`config.mk`:
```
export PLATFORM = sky130hd
export DESIGN_NAME = stpc_ctrl
export DESIGN_NICKNAME = d
export VERILOG_FILES = /design/src/rtl/stpc_pkg.sv /design/src/rtl/stpc_timer.sv /design/src/rtl/stpc_settle.sv /design/src/rtl/stpc_fsm.sv /design/src/rtl/stpc_ctrl.sv
export SDC_FILE = /design/constraint.sdc
export NUM_CORES = 1
export LEC_CHECK = 0
export ABC_AREA = 1
export BUFFER_PORTS_ARGS = -buffer_cell sky130_fd_sc_hd__buf_2
export CORE_UTILIZATION = 27
export CTS_BUF_LIST = sky130_fd_sc_hd__clkbuf_4 sky130_fd_sc_hd__clkbuf_8
export CTS_CLUSTER_SIZE = 14
export DETAILED_ROUTE_END_ITERATION = 16
export GPL_ROUTABILITY_DRIVEN = 0
export PLACE_DENSITY = 0.4
export SYNTH_ARGS = -nofsm -noshare
export SYNTH_HDL_FRONTEND = slang
export SYNTH_SLANG_ARGS = --single-unit
```
`constraint.sdc`:
```
create_clock -name clk -period 2.18 [get_ports clk]
set_clock_uncertainty 0.15 [all_clocks]
set_input_delay 0.436 -clock clk [delete_from_list [all_inputs] [get_ports clk]]
set_output_delay 0.436 -clock clk [all_outputs]
set_load 0.02 [all_outputs]
```
`src/rtl/stpc_pkg.sv`:
```
// Shared types for the stop-clock controller.
package stpc_pkg;
    typedef enum logic [2:0] {
        ST_IDLE      = 3'd0,
        ST_THR_ON    = 3'd1,
        ST_THR_OFF   = 3'd2,
        ST_GRANT     = 3'd3,
        ST_GATE_PREP = 3'd4,
        ST_GATED     = 3'd5,
        ST_SETTLE    = 3'd6
    } stpc_state_e;

    localparam logic [1:0] MODE_GRANT   = 2'b01;
    localparam logic [1:0] MODE_CLKSTOP = 2'b10;
endpackage

```
`src/rtl/stpc_timer.sv`:
```
// Down-counting phase timer.
// Load copies the reload value. Otherwise the count drops by one on each
// tick until it reaches zero. Assumes load and tick are synchronous to clk.
module stpc_timer #(
    parameter int W = 8
) (
    input  logic         clk,
    input  logic         rst_n,
    input  logic         load,
    input  logic [W-1:0] reload,
    input  logic         tick,
    output logic         expired
);
    localparam logic [W-1:0] ONE = W'(1);

    logic [W-1:0] cnt;

    // Load or count down toward zero.
    always_ff @(posedge clk) begin
        if (!rst_n)
            cnt <= '0;
        else if (load)
            cnt <= reload;
        else if (tick && cnt != '0)
            cnt <= cnt - ONE;
    end

    assign expired = (cnt == '0);

    // without a load the count never rises.
    p_no_rise_r2: assert property (@(posedge clk) disable iff (!rst_n)
        !load |=> cnt <= $past(cnt));

    // without a tick the count holds.
    p_hold_no_tick_r2: assert property (@(posedge clk) disable iff (!rst_n)
        (!load && !tick) |=> $stable(cnt));
endmodule

```
`src/rtl/stpc_settle.sv`:
```
// Clock settling delay.
// Start arms a window of CYC cycles, and done is high from the last cycle
// of that window on. Assumes CYC >= 1.
module stpc_settle #(
    parameter int CYC = 1000
) (
    input  logic clk,
    input  logic rst_n,
    input  logic start,
    output logic done
);
    localparam int CW = $clog2(CYC + 1);
    localparam logic [CW-1:0] LAST = CW'(CYC - 1);
    localparam logic [CW-1:0] ONE  = CW'(1);

    logic [CW-1:0] cnt;

    // Arm on start, then count every cycle down to zero.
    always_ff @(posedge clk) begin
        if (!rst_n)
            cnt <= '0;
        else if (start)
            cnt <= LAST;
        else if (cnt != '0)
            cnt <= cnt - ONE;
    end

    assign done = (cnt == '0);

    // an armed window never jumps upward except on start.
    p_settle_down_r8: assert property (@(posedge clk) disable iff (!rst_n)
        !start |=> cnt <= $past(cnt));
endmodule

```
`src/rtl/stpc_fsm.sv`:
```
// Sequence controller.
// It chooses between throttling and the two software sleep sequences,
// issues timer loads and decodes the outputs from the state register.
// Assumes the command, break and system events are single-cycle pulses.
module stpc_fsm
    import stpc_pkg::*;
(
    input  logic        clk,
    input  logic        rst_n,
    input  logic        thr_en,
    input  logic [1:0]  sw_mode,
    input  logic        cmd_rd,
    input  logic        brk_evt,
    input  logic        sys_evt,
    input  logic        lo_exp,
    input  logic        hi_exp,
    input  logic        settle_done,
    output logic        lo_load,
    output logic        hi_load,
    output logic        settle_start,
    output logic        stop_req_n,
    output logic        cpu_clk_en,
    output stpc_state_e state
);
    stpc_state_e nxt;
    logic        go_grant;
    logic        go_stop;

    assign go_grant = cmd_rd && (sw_mode == MODE_GRANT);
    assign go_stop  = cmd_rd && (sw_mode == MODE_CLKSTOP);

    // Next-state and timer-load decision.
    always_comb begin
        nxt          = state;
        lo_load      = 1'b0;
        hi_load      = 1'b0;
        settle_start = 1'b0;
        case (state)
            ST_IDLE: begin
                if (go_grant)      nxt = ST_GRANT;
                else if (go_stop)  nxt = ST_GATE_PREP;
                else if (thr_en) begin
                    nxt     = ST_THR_ON;
                    lo_load = 1'b1;
                end
            end
            ST_THR_ON: begin
                if (go_grant)      nxt = ST_GRANT;
                else if (go_stop)  nxt = ST_GATE_PREP;
                else if (!thr_en)  nxt = ST_IDLE;
                else if (brk_evt || lo_exp) begin
                    nxt     = ST_THR_OFF;
                    hi_load = 1'b1;
                end
            end
            ST_THR_OFF: begin
                if (go_grant)      nxt = ST_GRANT;
                else if (go_stop)  nxt = ST_GATE_PREP;
                else if (!thr_en)  nxt = ST_IDLE;
                else if (sys_evt)  hi_load = 1'b1;
                else if (hi_exp) begin
                    nxt     = ST_THR_ON;
                    lo_load = 1'b1;
                end
            end
            ST_GRANT: begin
                if (brk_evt) begin
                    if (thr_en) begin
                        nxt     = ST_THR_OFF;
                        hi_load = 1'b1;
                    end else begin
                        nxt = ST_IDLE;
                    end
                end
            end
            ST_GATE_PREP: nxt = ST_GATED;
            ST_GATED: begin
                if (brk_evt) begin
                    nxt          = ST_SETTLE;
                    settle_start = 1'b1;
                end
            end
            ST_SETTLE: begin
                if (settle_done) begin
                    if (thr_en) begin
                        nxt     = ST_THR_OFF;
                        hi_load = 1'b1;
                    end else begin
                        nxt = ST_IDLE;
                    end
                end
            end
            default: nxt = ST_IDLE;
        endcase
    end

    // State register.
    always_ff @(posedge clk) begin
        if (!rst_n) state <= ST_IDLE;
        else        state <= nxt;
    end

    // Output decode from the state register.
    always_comb begin
        stop_req_n = (state == ST_IDLE) || (state == ST_THR_OFF);
        cpu_clk_en = (state != ST_GATED);
    end

    // the clock is only gated while the request is asserted.
    p_gate_needs_req_r7: assert property (@(posedge clk) disable iff (!rst_n)
        !cpu_clk_en |-> !stop_req_n);

    // leaving the gated state restarts the clock and keeps the request.
    p_clk_first_r8: assert property (@(posedge clk) disable iff (!rst_n)
        (state == ST_GATED && brk_evt) |=> (cpu_clk_en && !stop_req_n));

    // a break event ends stop-grant.
    p_grant_exit_r6: assert property (@(posedge clk) disable iff (!rst_n)
        (state == ST_GRANT && brk_evt) |=> stop_req_n);

    // a break event ends the asserted throttle phase at once.
    p_brk_release_r3: assert property (@(posedge clk) disable iff (!rst_n)
        (state == ST_THR_ON && thr_en && brk_evt && !cmd_rd) |=> stop_req_n);

    // dropping the enable leaves throttling on the next clock.
    p_thr_off_r5: assert property (@(posedge clk) disable iff (!rst_n)
        ((state == ST_THR_ON || state == ST_THR_OFF) && !thr_en && !cmd_rd)
        |=> state == ST_IDLE);

    // reserved or disabled modes leave idle untouched.
    p_mode_ignore_r9: assert property (@(posedge clk) disable iff (!rst_n)
        (state == ST_IDLE && !thr_en && !go_grant && !go_stop)
        |=> state == ST_IDLE);
endmodule

```
`src/rtl/stpc_ctrl.sv`:
```
// Top of the stop-clock controller.
// It ties two phase timers and the settle delay to the sequence FSM.
// Timer reloads are in tick units. The settle window is
// (CLK_HZ / 1e6) * SETTLE_US cycles, which must be at least one.
module stpc_ctrl
    import stpc_pkg::*;
#(
    parameter int LOAD_W    = 8,
    parameter int CLK_HZ    = 250_000_000,
    parameter int SETTLE_US = 1000
) (
    input  logic              clk,
    input  logic              rst_n,
    input  logic              thr_en,
    input  logic [1:0]        sw_mode,
    input  logic [LOAD_W-1:0] lo_reload,
    input  logic [LOAD_W-1:0] hi_reload,
    input  logic              tick,
    input  logic              cmd_rd,
    input  logic              brk_evt,
    input  logic              sys_evt,
    output logic              stop_req_n,
    output logic              cpu_clk_en,
    output logic [2:0]        state_o
);
    localparam int SETTLE_CYC = (CLK_HZ / 1_000_000) * SETTLE_US;

    logic        lo_load, hi_load, settle_start;
    logic        lo_exp, hi_exp, settle_done;
    stpc_state_e state;

    stpc_timer #(.W(LOAD_W)) u_lo_tmr (
        .clk(clk), .rst_n(rst_n), .load(lo_load), .reload(lo_reload),
        .tick(tick), .expired(lo_exp)
    );

    stpc_timer #(.W(LOAD_W)) u_hi_tmr (
        .clk(clk), .rst_n(rst_n), .load(hi_load), .reload(hi_reload),
        .tick(tick), .expired(hi_exp)
    );

    stpc_settle #(.CYC(SETTLE_CYC)) u_settle (
        .clk(clk), .rst_n(rst_n), .start(settle_start), .done(settle_done)
    );

    stpc_fsm u_fsm (
        .clk(clk), .rst_n(rst_n), .thr_en(thr_en), .sw_mode(sw_mode),
        .cmd_rd(cmd_rd), .brk_evt(brk_evt), .sys_evt(sys_evt),
        .lo_exp(lo_exp), .hi_exp(hi_exp), .settle_done(settle_done),
        .lo_load(lo_load), .hi_load(hi_load), .settle_start(settle_start),
        .stop_req_n(stop_req_n), .cpu_clk_en(cpu_clk_en), .state(state)
    );

    assign state_o = state;
endmodule

```
**Word level (Yosys, flattened, before mapping)**

Index checks and enable logic that the tools add are counted.

- Output and inout port bits: 5
- Logic and storage cells: 88
- Input bits: 25
- Register bits: 37

- Eq/ne operators: 16
- Reductions and logical operators: 18
- Bitwise operators: 1
- Muxes and demuxes: 45
- Add/subtract/negate cells: 3

Operator list:

| kind | count |
|---|---|
| two-way mux 3 bit | 15 |
| two-way mux 18 bit | 2 |
| two-way mux 8 bit | 4 |
| one-hot mux 3 bit (7 select lines) | 1 |
| two-way mux 1 bit | 20 |
| logical NOT 18 bit | 1 |
| nonzero test 18 bit | 1 |
| subtractor 18 x 1 -> 18 bit (second input constant) | 1 |
| logical NOT 8 bit | 2 |
| nonzero test 8 bit | 2 |
| subtractor 8 x 1 -> 8 bit (second input constant) | 2 |
| != test 5 x 3 -> 1 bit (second input constant) | 2 |
| equality test 3 bit (second input constant) | 3 |
| AND reduction 7 bit | 1 |
| equality test 3 x 2 -> 1 bit (second input constant) | 2 |
| != test 2 bit (second input constant) | 3 |
| nonzero test 2 bit | 3 |
| != test 5 x 2 -> 1 bit (second input constant) | 1 |
| logical AND 1 bit | 4 |
| != test 4 x 2 -> 1 bit (second input constant) | 1 |
| one-hot mux 1 bit (4 select lines) | 1 |
| equality test 3 x 1 -> 1 bit (second input constant) | 1 |
| logical NOT 3 bit | 1 |
| != test 3 bit (second input constant) | 1 |
| other kinds (7) | 8 |

**Logic depth before layout (Yosys ltp)**

Gate-level depths: netlist of run 1.

- Depth in word-level cells: 8
- Mapped depth: 12
- Mapped depth without buffers: 12

**Modules after synthesis**

Synthesis of run 1 repeated with hierarchy kept, for this count alone.

- Cell total of the unflattened synthesis: 470
- Area total of the unflattened synthesis: 2851.5 µm²

By module, submodules not included:

| module | instances | area an instance (µm²) | seq. area each (µm²) | cells each |
|---|---|---|---|---|
| stpc_timer | 2 | 600.6 | 160.2 | 104 |
| stpc_settle | 1 | 1171.1 | 360.3 | 167 |
| stpc_fsm | 1 | 479.2 | 60.1 | 95 |

**Worst setup path before layout of run 1**

No wires, ideal clock.

- Kind: reg-to-reg
- Start point: reg u_lo_tmr.cnt[0]
- End point: reg u_hi_tmr.cnt[3]
- Arrival time: 1418 ps
- Path slack: 478 ps
- Period minus slack after synthesis: 1702 ps
- Required time: 1897 ps
- Stages on the path, launching flop included: 12
- Library setup time: 133 ps
- Path buffers: 1
- Path through: dfxtp_1 inv_1 ha_1 nand2_2 nor2_2 nand2_1 nand2_1 a21oi_4 buf_6 nand3_2 nand2_1 a21oi_2

- Longest elaborated chain between the ends: 8
- Elaborated cells between the ends (all ways): 9

RTL lines:

| item | line | source |
|---|---|---|
| start: declaration | stpc_timer.sv:16 | `logic [W-1:0] cnt;` |
| start signal: assignment | stpc_timer.sv:23 | `cnt <= reload;` |
| start signal: assignment | stpc_timer.sv:25 | `cnt <= cnt - ONE;` |
| logical NOT 8 bit (*) | stpc_timer.sv:28 | `assign expired = (cnt == '0);` |
| logical OR 1 bit (*) | stpc_fsm.sv:51 | `else if (brk_evt \|\| lo_exp) begin` |
| two-way mux 1 bit (*) | stpc_fsm.sv:51 |  |
| two-way mux 1 bit (*) | stpc_fsm.sv:50 | `else if (!thr_en) nxt = ST_IDLE;` |
| two-way mux 1 bit (*) | stpc_fsm.sv:49 | `else if (go_stop) nxt = ST_GATE_PREP;` |
| two-way mux 1 bit (*) | stpc_fsm.sv:48 | `if (go_grant) nxt = ST_GRANT;` |
| one-hot mux 1 bit (4 select lines) (*) | stpc_fsm.sv:38 | `case (state)` |
| two-way mux 8 bit / nonzero test 2 bit (equally long branches) | n/a |  |
| end signal: assignment | stpc_timer.sv:23 |  |
| end signal: assignment | stpc_timer.sv:25 |  |
| end: declaration | stpc_timer.sv:16 |  |

Every way passes the cells marked *; elsewhere a longest branch is shown, timed or not.
A chain may end at the register's enable or synchronous reset.

**Worst setup path in the final report of run 1**

- Start point: reg u_lo_tmr.cnt[0]
- End point: reg u_hi_tmr.cnt[1]

The elaborated chain is that of the path after synthesis.

==> results.md, run 1 <==
- Hold Startpoint: hi_reload[0]
- Max IR drop VDD: around 0.40 mV
- CTS Buffer Depth: 2
- Top-count cell post-synth: nand2_1
- WP data arrival: 2.03 ns
- ANT cells: 0
- Synth top cells by count: nand2_1, nor2_1, inv_1
- Initial Utilization: 0.279
- Final worst path period need: 1.95 ns
- All-Layer GR Usage: 0.142
- CTS tree: built
- DR iter-0 viols: 49
- Clock power share: 0.127
- Avg Inst Size Synth: 6.54 um2
- Worst hold slack: 0.217 ns
- Fmax: 512 MHz
- CTS Buf Count: 5
- Synth Register Bits: 37
- Seq pwr share: 0.266
- Post-Syn Area: around 2600 um2
- Combinational fraction of design power: 0.606
- Skew-Pair Late Insertion Delay: 0.29 ns
- Async set-or-reset flop fraction in the synthesized netlist: 0
- Cells along the critical path: inv_1 > ha_1 > nand2_2 > nor2_2 > nand2_1 > nand2_1 > a21oi_4 > buf_4 > nand4_1 > a21oi_2
- Hold Buf Count CTS: 0
- CP top delay family: compound AO/OA/AOI/OAI gates
- Total grt overflow: 0
- Synth area leaders: dfxtp_1, nand2_1, nor2_1
- Number of vias per cell: between 4 and 5
- Routed Antenna Nets: 0
- Initial antenna violation count: 0
- Routed WL: around 6600 um
- Vias in the first global route: 2443
- TNS Setup: 0 ns
- Number of enable flip-flop cells after synthesis: 0
- Synth area leader: dfxtp_1
- Required time worst endpoint: 2.26 ns
- Final setup viols: 0
- Row cnt: 35
- Crit-path max cell delay: 0.34 ns
- Layout cell share with drive strength beyond 1: 0.222
- Crit path top cell by count: nand2_1
- Layout net count: between 400 and 500
- Pwr/cell area: between 1000 and 1500 nW/um2
- Mapped Cells: 394
- Reg-to-Reg Start: u_lo_tmr.cnt[0]
- Die width: 99.7 um
- Largest net degree at the start of global routing: 18
- HPWL after detailed placement: 5160 um
- Yosys top cell area share: 0.287
- Nature of the critical path endpoint: flop
- Sw power: 2130 uW
- Clock sinks: 37
- Die area: 9950 um2
- Maxcap violations: 0
- Power Internal: 2230 uW
- H-Tree Depth: 2
- Synth-to-layout area growth: 16.2%
- Tot Pwr: 4360 uW
- Kind of critical path: flop to flop
- Sequential-to-total area share from yosys stat: 0.287
- Core Box Area: 9240 um2
- Critical Path Fanout Max: 9
- RSZ-0062 raised after global routing: false
- DP Worst Slack: ~0.23 ns
- Leakage: 0.00140 uW
- Status: finished clean
- Die height: 99.7 um
- Synth Net Count: 424
- Final WS setup: around 0.23 ns
- Fin crit share: 0.895
- CTS root buffer: clkbuf_8
- Top-Level Pins: 30
- Worst-Margin Slew: 0.423 ns
- Worst-path clk slew: 0.09 ns
- Post-CTS sizing: 0
- Vias: ~2500
- PortBufs: 29
- First-pass GRT wire length: 11300 um
- Final Hold Viols: 0
- CP max stage cell: dfxtp_1
- Synth warn: 0
- Setup Buffers After CTS: 0
- Hold/Removal Path Class: input pin to flop
- DRC Markers: 0
- Startpoint types: flop
- Final slew viol count: 0
- Slew margin rel.: 0.716
- Yosys cell types: 33
- WL/cell: 11.8 um
- Critical path origin: u_lo_tmr.cnt[0]
- Buf/Inv on CP: 2
- First-pass DRT Iterations: 4
- Switching Share: 0.489
- Dominant synthesized flop cell: dfxtp_1
-- power by group through the flow --
stage	clock network (uW)	logic, uW	registers (uW)
6_report	555	2640	1160
4_1_cts	575	2670	1170
5_1_grt	607	3020	1200
3_3_place_gp	0	2680	1180
2_1_floorplan	0	2140	1130
3_5_place_dp	0	2660	1180
-- logic make-up (layout without fill, tap and decap cells) --
group                      count (synthesis)  count (layout)  synth area share
AOI/OAI and AO/OA                         65              65             0.150
xor gates and xnor gates                  10              10            0.0340
adders and majority gates                  5               5            0.0243
buffers and inverters                     55              93            0.0912
DFF                                       37              37             0.287
and+or+nand+nor                          222             222             0.413
-- cells in the final DEF, fill, tap and decap left out, types with 3 or more instances in the layout --
cell type,count
a21oi_2,7
buf_2,29
inv_2,8
nand3_1,27
nor2_2,8
nor2_1,62
a31oi_1,3
nand2_1,81
nand2_2,5
inv_1,39
o21ai_0,17
xor2_1,9
dfxtp_1,37
nor3_1,6
nand4_1,8
a21oi_1,28
clkbuf_8,7
or2_2,5
o211ai_1,3
nand3b_1,4
nand3_2,8
nand2_4,5
buf_4,9
ha_1,5
-- layout make-up --
| type | count | area (um2) |
|---|---|---|
| sequential | 37 | 741 |
| timing repair buffer | 38 | 213 |
| multi-input combinational | 302 | 1600 |
| tap | 129 | 161 |
| clock buffer | 7 | 96.3 |
| inverter | 47 | 176 |
| clock inverter | 1 | 5.00 |
| fill | 1050 | 6240 |
-- metrics by stage --
step | instances | util | cell area [um2]
2_1_floorplan | 394 | - | 2580
4_1_cts | 561 | 0.324 | 3000
6_report | 561 | 0.324 | 3000
5_1_grt | 561 | 0.324 | 3000
3_5_place_dp | 553 | 0.313 | 2890
3_3_place_gp | 553 | 0.313 | 2890
-- final timing paths --
| check | to | slack, ns | cells past startpoint |
|---|---|---|---|
| hold reg to reg | u_lo_tmr.cnt[4] | 0.32 | 2 |
| setup / recovery | u_hi_tmr.cnt[1] | 0.23 | 10 |
| hold / removal | u_hi_tmr.cnt[0] | 0.22 | 3 |
| setup reg to reg | u_hi_tmr.cnt[1] | 0.23 | 10 |
-- metal layers --
metal  GRT usage  up-vias  part of all wire
met5           0        -                 0
met4      0.0351        0             0.012
met3      0.0253        6             0.021
met2       0.249       21              0.47
met1       0.178     1123              0.49
li1            -     1349                 -
-- sequential cells by signal, indices dropped and copies added, names as in the netlist --
register,flops
u_hi_tmr.cnt,8
u_lo_tmr.cnt,8
u_settle.cnt,18
u_fsm.state,3
-- worst min-delay path, stage by stage --
cell and delay (ns):
buf_2 0.08, nor2_1 0.03, nor2_1 0.08
(Power assumes the default switching activity.)
==> inputs of run 2 (changes only) <==
- CELL_PAD_IN_SITES_DETAIL_PLACEMENT: default -> 1
- CELL_PAD_IN_SITES_GLOBAL_PLACEMENT: default -> 1
- PLACE_DENSITY: 0.4 -> 0.53
- clock period: 2.18 -> 2.14 ns (I/O delays scaled with it)
==> results.md, run 2 (synthesis gave the netlist of run 1 again) <==
- Status: finished clean
- Fin crit share: 0.901
- Startpoint types: flop
- Routed WL: 7240 um
- Vias in the first global route: 2634
- Nature of the critical path endpoint: flop
- # fillers: about 1200
- Final WS setup: roughly 0.21 ns
- CTS Buffer Depth: 2
- Top-Level Pins: 30
- Initial antenna violation count: 0
- Pwr/cell area: around 1500 nW/um2
- TNS Setup: 0 ns
- Final Cell Area: 3000 um2
- ANT cells: 0
- Vias: 2568
- WP data arrival: 1.96 ns
- Kind of critical path: flop to flop
- Most common cell after layout, fill and taps aside: nand2_1
- Worst-Margin Slew: 0.427 ns
- Reg2Reg Depth: 12
- Max reg flops: 18
- PortBufs: 29
- CTS tree: built
- Initial Utilization: 0.279
- DP Area: 2890 um2
- DRC Markers: 0
- Worst hold slack: 0.224 ns
- Slew margin rel.: 0.713
- Hold/Removal Path Class: input pin to flop
- H-Tree Depth: 2
- WL/cell: 12.9 um
- Most frequent cells in the layout: nand2_1, nor2_1, inv_1, dfxtp_1, buf_2
- Skew-Pair Late Insertion Delay: 0.29 ns
- Die width: 99.7 um
- Core Box Area: 9240 um2
- HPWL after detailed placement: roughly 5700 um
- Clock sinks: 37
- Die area: 9950 um2
- Final Hold Viols: 0
- Critical Path Fanout Max: 8
- First-pass GRT wire length: 12400 um
- Synth-to-layout area growth: 16.2%
- CTS root buffer: clkbuf_8
- Top reg by flops: u_settle.cnt
- Regs by FF count: u_settle.cnt (18), u_hi_tmr.cnt (8), u_lo_tmr.cnt (8)
- Layout cell share with drive strength beyond 1: 0.226
- Worst-path clk slew: 0.08 ns
- Max IR drop VDD: 0.361 mV
- Die height: between 90 and 100 um
- DP Worst Slack: 0.133 ns
- FF+latch area: about 740 um2
- Fmax: about 520 MHz
- Final slew viol count: 0
- Maxcap violations: 0
- DR iter-0 viols: 65
- First-pass DRT Iterations: 4
- Final setup viols: 0
- Largest net degree at the start of global routing: 18
- Multi-input logic area: 1600 um2
- Required time worst endpoint: 2.17 ns
- Total grt overflow: 0
- Number of vias per cell: about 4.6
- Final worst path period need: 1.93 ns
- Post-CTS sizing: 0
- Layout net count: 463
- Routed Antenna Nets: 0
- Tot Pwr: approximately 4500 uW
- CTS Buf Count: 5
- RSZ-0062 raised after global routing: false
- All-Layer GR Usage: 0.155
- Row cnt: 35
- Hold depth: 3
- Leakage: between 0.001 and 0.0015 uW
## run 2: cell count changes in the layout (fill, tap and decap cells not counted)
cell | previous run | this run
clkbuf_8 | 7 | 5
clkinv_2 | 1 | 2
clkinvlp_4 | 0 | 1
buf_4 | 9 | 11
## run 2: final timing paths
kind	start	end	slack, ns
worst max-delay path	u_lo_tmr.cnt[0]	u_hi_tmr.cnt[7]	0.21
worst min-delay path	hi_reload[0]	u_hi_tmr.cnt[0]	0.22
worst max register to register	u_lo_tmr.cnt[0]	u_hi_tmr.cnt[7]	0.21
worst min register to register	u_lo_tmr.cnt[4]	u_lo_tmr.cnt[4]	0.32
## run 2: power by group
group / switching, uW / internal, uW / total, uW
clock: 276 / 225 / 501
combinational: 1730 / 1050 / 2780
sequential: 241 / 948 / 1190
## run 2: repair_timing
action / 4_1_cts / 5_1_grt
setup endpoints to repair: 0 / 1
hold buffers: 0 / 0
setup buffers: 0 / 2
## run 2: layer usage
metal	wire, um	vias up	global-route usage
met5	0	-	0
met4	46	0	0.0305
met3	138	4	0.0239
li1	-	1349	-
met1	3660	1196	0.204
met2	3400	19	0.266
## run 2: per-stage QoR
stage                     std cells   util
after floorplan                 394      -
after global placement          553  0.313
after detailed placement        553  0.313
after CTS                       561  0.323
after global routing            563  0.324
final                           563  0.324
## run 2: final cells by class
| class | count | share of cell area |
|---|---|---|
| clock buffer | 5 | 0.0230 |
| clock inverter | 3 | 0.00585 |
| inverter | 47 | 0.0589 |
| multi-input combinational | 302 | 0.535 |
| sequential | 37 | 0.247 |
| tap | 129 | 0.0539 |
| timing repair buffer | 40 | 0.0760 |
## run 2: critical path, stage by stage (launching register included)
cell	delay [ns]
dfxtp_1	0.35
inv_1	0.08
ha_1	0.22
nand2_2	0.09
nor2_2	0.05
nand2_1	0.09
nand2_1	0.11
a21oi_4	0.29
nand2_4	0.14
nand2_1	0.09
nand2_1	0.05
nor2_1	0.10
nor2_1	0.05
==> inputs of run 3 (changes only) <==
- BUFFER_PORTS_ARGS: -buffer_cell sky130_fd_sc_hd__buf_2 -> -buffer_cell sky130_fd_sc_hd__buf_4
- clock period: 2.14 -> 2.32 ns (I/O delays scaled with it)
==> results.md, run 3 (synthesis gave the netlist of run 1 again) <==
- Status: finished clean
- Initial Utilization: 0.279
- Number of vias per cell: 4.57
- Layout net count: 457
- Vias in the first global route: between 2000 and 3000
- CTS tree: built
- Fin crit share: 0.863
- PortBufs: 29
- Leakage: between 0.001 and 0.0015 uW
- Routed WL: 7290 um
- WP data arrival: 2.04 ns
- Met3 GRT Util: 0.0316
- Final Hold Viols: 0
- Die height: about 100 um
- DP Area: 2950 um2
- Top reg by flops: u_settle.cnt
- Worst-path clk slew: about 0.080 ns
- First-pass GRT wire length: 12500 um
- Nature of the critical path endpoint: flop
- Regs by FF count: u_settle.cnt (18), u_hi_tmr.cnt (8), u_lo_tmr.cnt (8)
- Row cnt: 35
- RSZ-0062 raised after global routing: false
- Reg2Reg Depth: 11
- Final worst path period need: 2.00 ns
- Clock sinks: 37
- Synth-to-layout area growth: 17.9%
- Vias: 2543
- Skew-Pair Late Insertion Delay: 0.29 ns
- CTS Buffer Depth: 2
- Maxcap violations: 0
- Setup Buffers After CTS: 0
- Met1 Use GR: 0.209
- R2R Setup Slk: 0.32 ns
- Reg-to-Reg Start: u_lo_tmr.cnt[0]
- Fmax: roughly 500 MHz
- Total grt overflow: 0
- Pwr/cell area: around 1400 nW/um2
- DRC Markers: 0
- Initial antenna violation count: 0
- CTS root buffer: clkbuf_8
- Worst setup path endpoint: u_hi_tmr.cnt[2]
- Slew margin rel.: 0.691
- DR iter-0 viols: 36
- TNS Setup: 0 ns
- Required time worst endpoint: 2.36 ns
- WL/cell: 13.1 um
- Largest net degree at the start of global routing: 18
- Post-CTS sizing: 0
- Met2 Usage GRT: 0.269
- CTS Buf Count: 5
- Max IR drop VDD: 0.343 mV
- Hold depth: 3
- All-Layer GR Usage: 0.159
- Reg-to-reg endpoint: u_hi_tmr.cnt[2]
- Layout cell share with drive strength beyond 1: 0.213
- Core Box Area: 9240 um2
- H-Tree Depth: 2
- Critical Path Fanout Max: 10
- Routed Antenna Nets: 0
- Most frequent cells in the layout: nand2_1, nor2_1, inv_1, dfxtp_1, buf_4
- Die width: 99.7 um
- Hold/Removal Path Class: input pin to flop
- ANT cells: 0
- Most common cell after layout, fill and taps aside: nand2_1
- Final setup viols: 0
- Max reg flops: 18
- Top-Level Pins: 30
- # fillers: approximately 1200
- Startpoint types: flop
- HPWL after detailed placement: ~5700 um
- Global routing's busiest layer: met2
- Kind of critical path: flop to flop
- Final Cell Area: between 3000 and 4000 um2
- Final slew viol count: 0
- Fin util: 0.329
- Worst-Margin Slew: 0.463 ns
- First-pass DRT Iterations: 4
- Hold Buf Count CTS: 0
- Die area: between 9000 and 10000 um2
- Critical path origin: u_lo_tmr.cnt[0]
-- run 3: changes by cell type in the layout (fill, tap and decap cells not counted) --
cell        delta
buf_12         +1
clkinvlp_4     -1
buf_4         +22
clkbuf_4       +1
clkbuf_8       +1
buf_2         -29
clkinv_2       -2
-- run 3: report_power, final --
| part | internal (uW) | switching, uW |
|---|---|---|
| Clock | 248 | 244 |
| Sequential | 875 | 226 |
| Combinational | 976 | 1580 |
| Total | 2100 | 2050 |
-- run 3: how the worst min path moves through the flow --
stage               slack [ns]       startpoint               to
detailed placement        0.31  u_lo_tmr.cnt[4]  u_lo_tmr.cnt[4]
global placement          0.31  u_lo_tmr.cnt[4]  u_lo_tmr.cnt[4]
global route              0.24     hi_reload[0]  u_hi_tmr.cnt[0]
finish                    0.24     hi_reload[0]  u_hi_tmr.cnt[0]
floorplan                 0.29  u_lo_tmr.cnt[4]  u_lo_tmr.cnt[4]
CTS                       0.23     hi_reload[0]  u_hi_tmr.cnt[0]
-- run 3: layout make-up --
type / instances / area, um2 / area share
timing repair buffer: 34 / 268 / 0.0881
multi-input combinational: 302 / 1600 / 0.527
clock buffer: 7 / 90.1 / 0.0296
sequential: 37 / 741 / 0.244
inverter: 47 / 176 / 0.0580
tap: 129 / 161 / 0.0531
-- run 3: critical path, cell delays in order, from the launching register on --
cell	delay, ns
dfxtp_1	0.35
inv_1	0.07
ha_1	0.23
nand2_2	0.09
nor2_2	0.05
nand2_1	0.09
nand2_1	0.11
a21oi_4	0.34
buf_4	0.23
nand3_2	0.06
nand2_1	0.08
a21oi_2	0.05
-- run 3: through the flow --
stage	hold slack [ns]	power (uW)	worst slack [ns]	instances
floorplan	0.293	3080	0.618	394
global placement	0.309	3680	0.309	549
detailed placement	0.314	3710	0.293	549
CTS	0.235	4230	0.282	556
global route	0.245	4650	0.0995	556
finish	0.239	4150	0.317	556
-- run 3: layer usage --
metal,wire (um),vias up
met5,0,-
met4,54,0
met3,143,4
met2,3330,20
met1,3770,1174
li1,-,1345
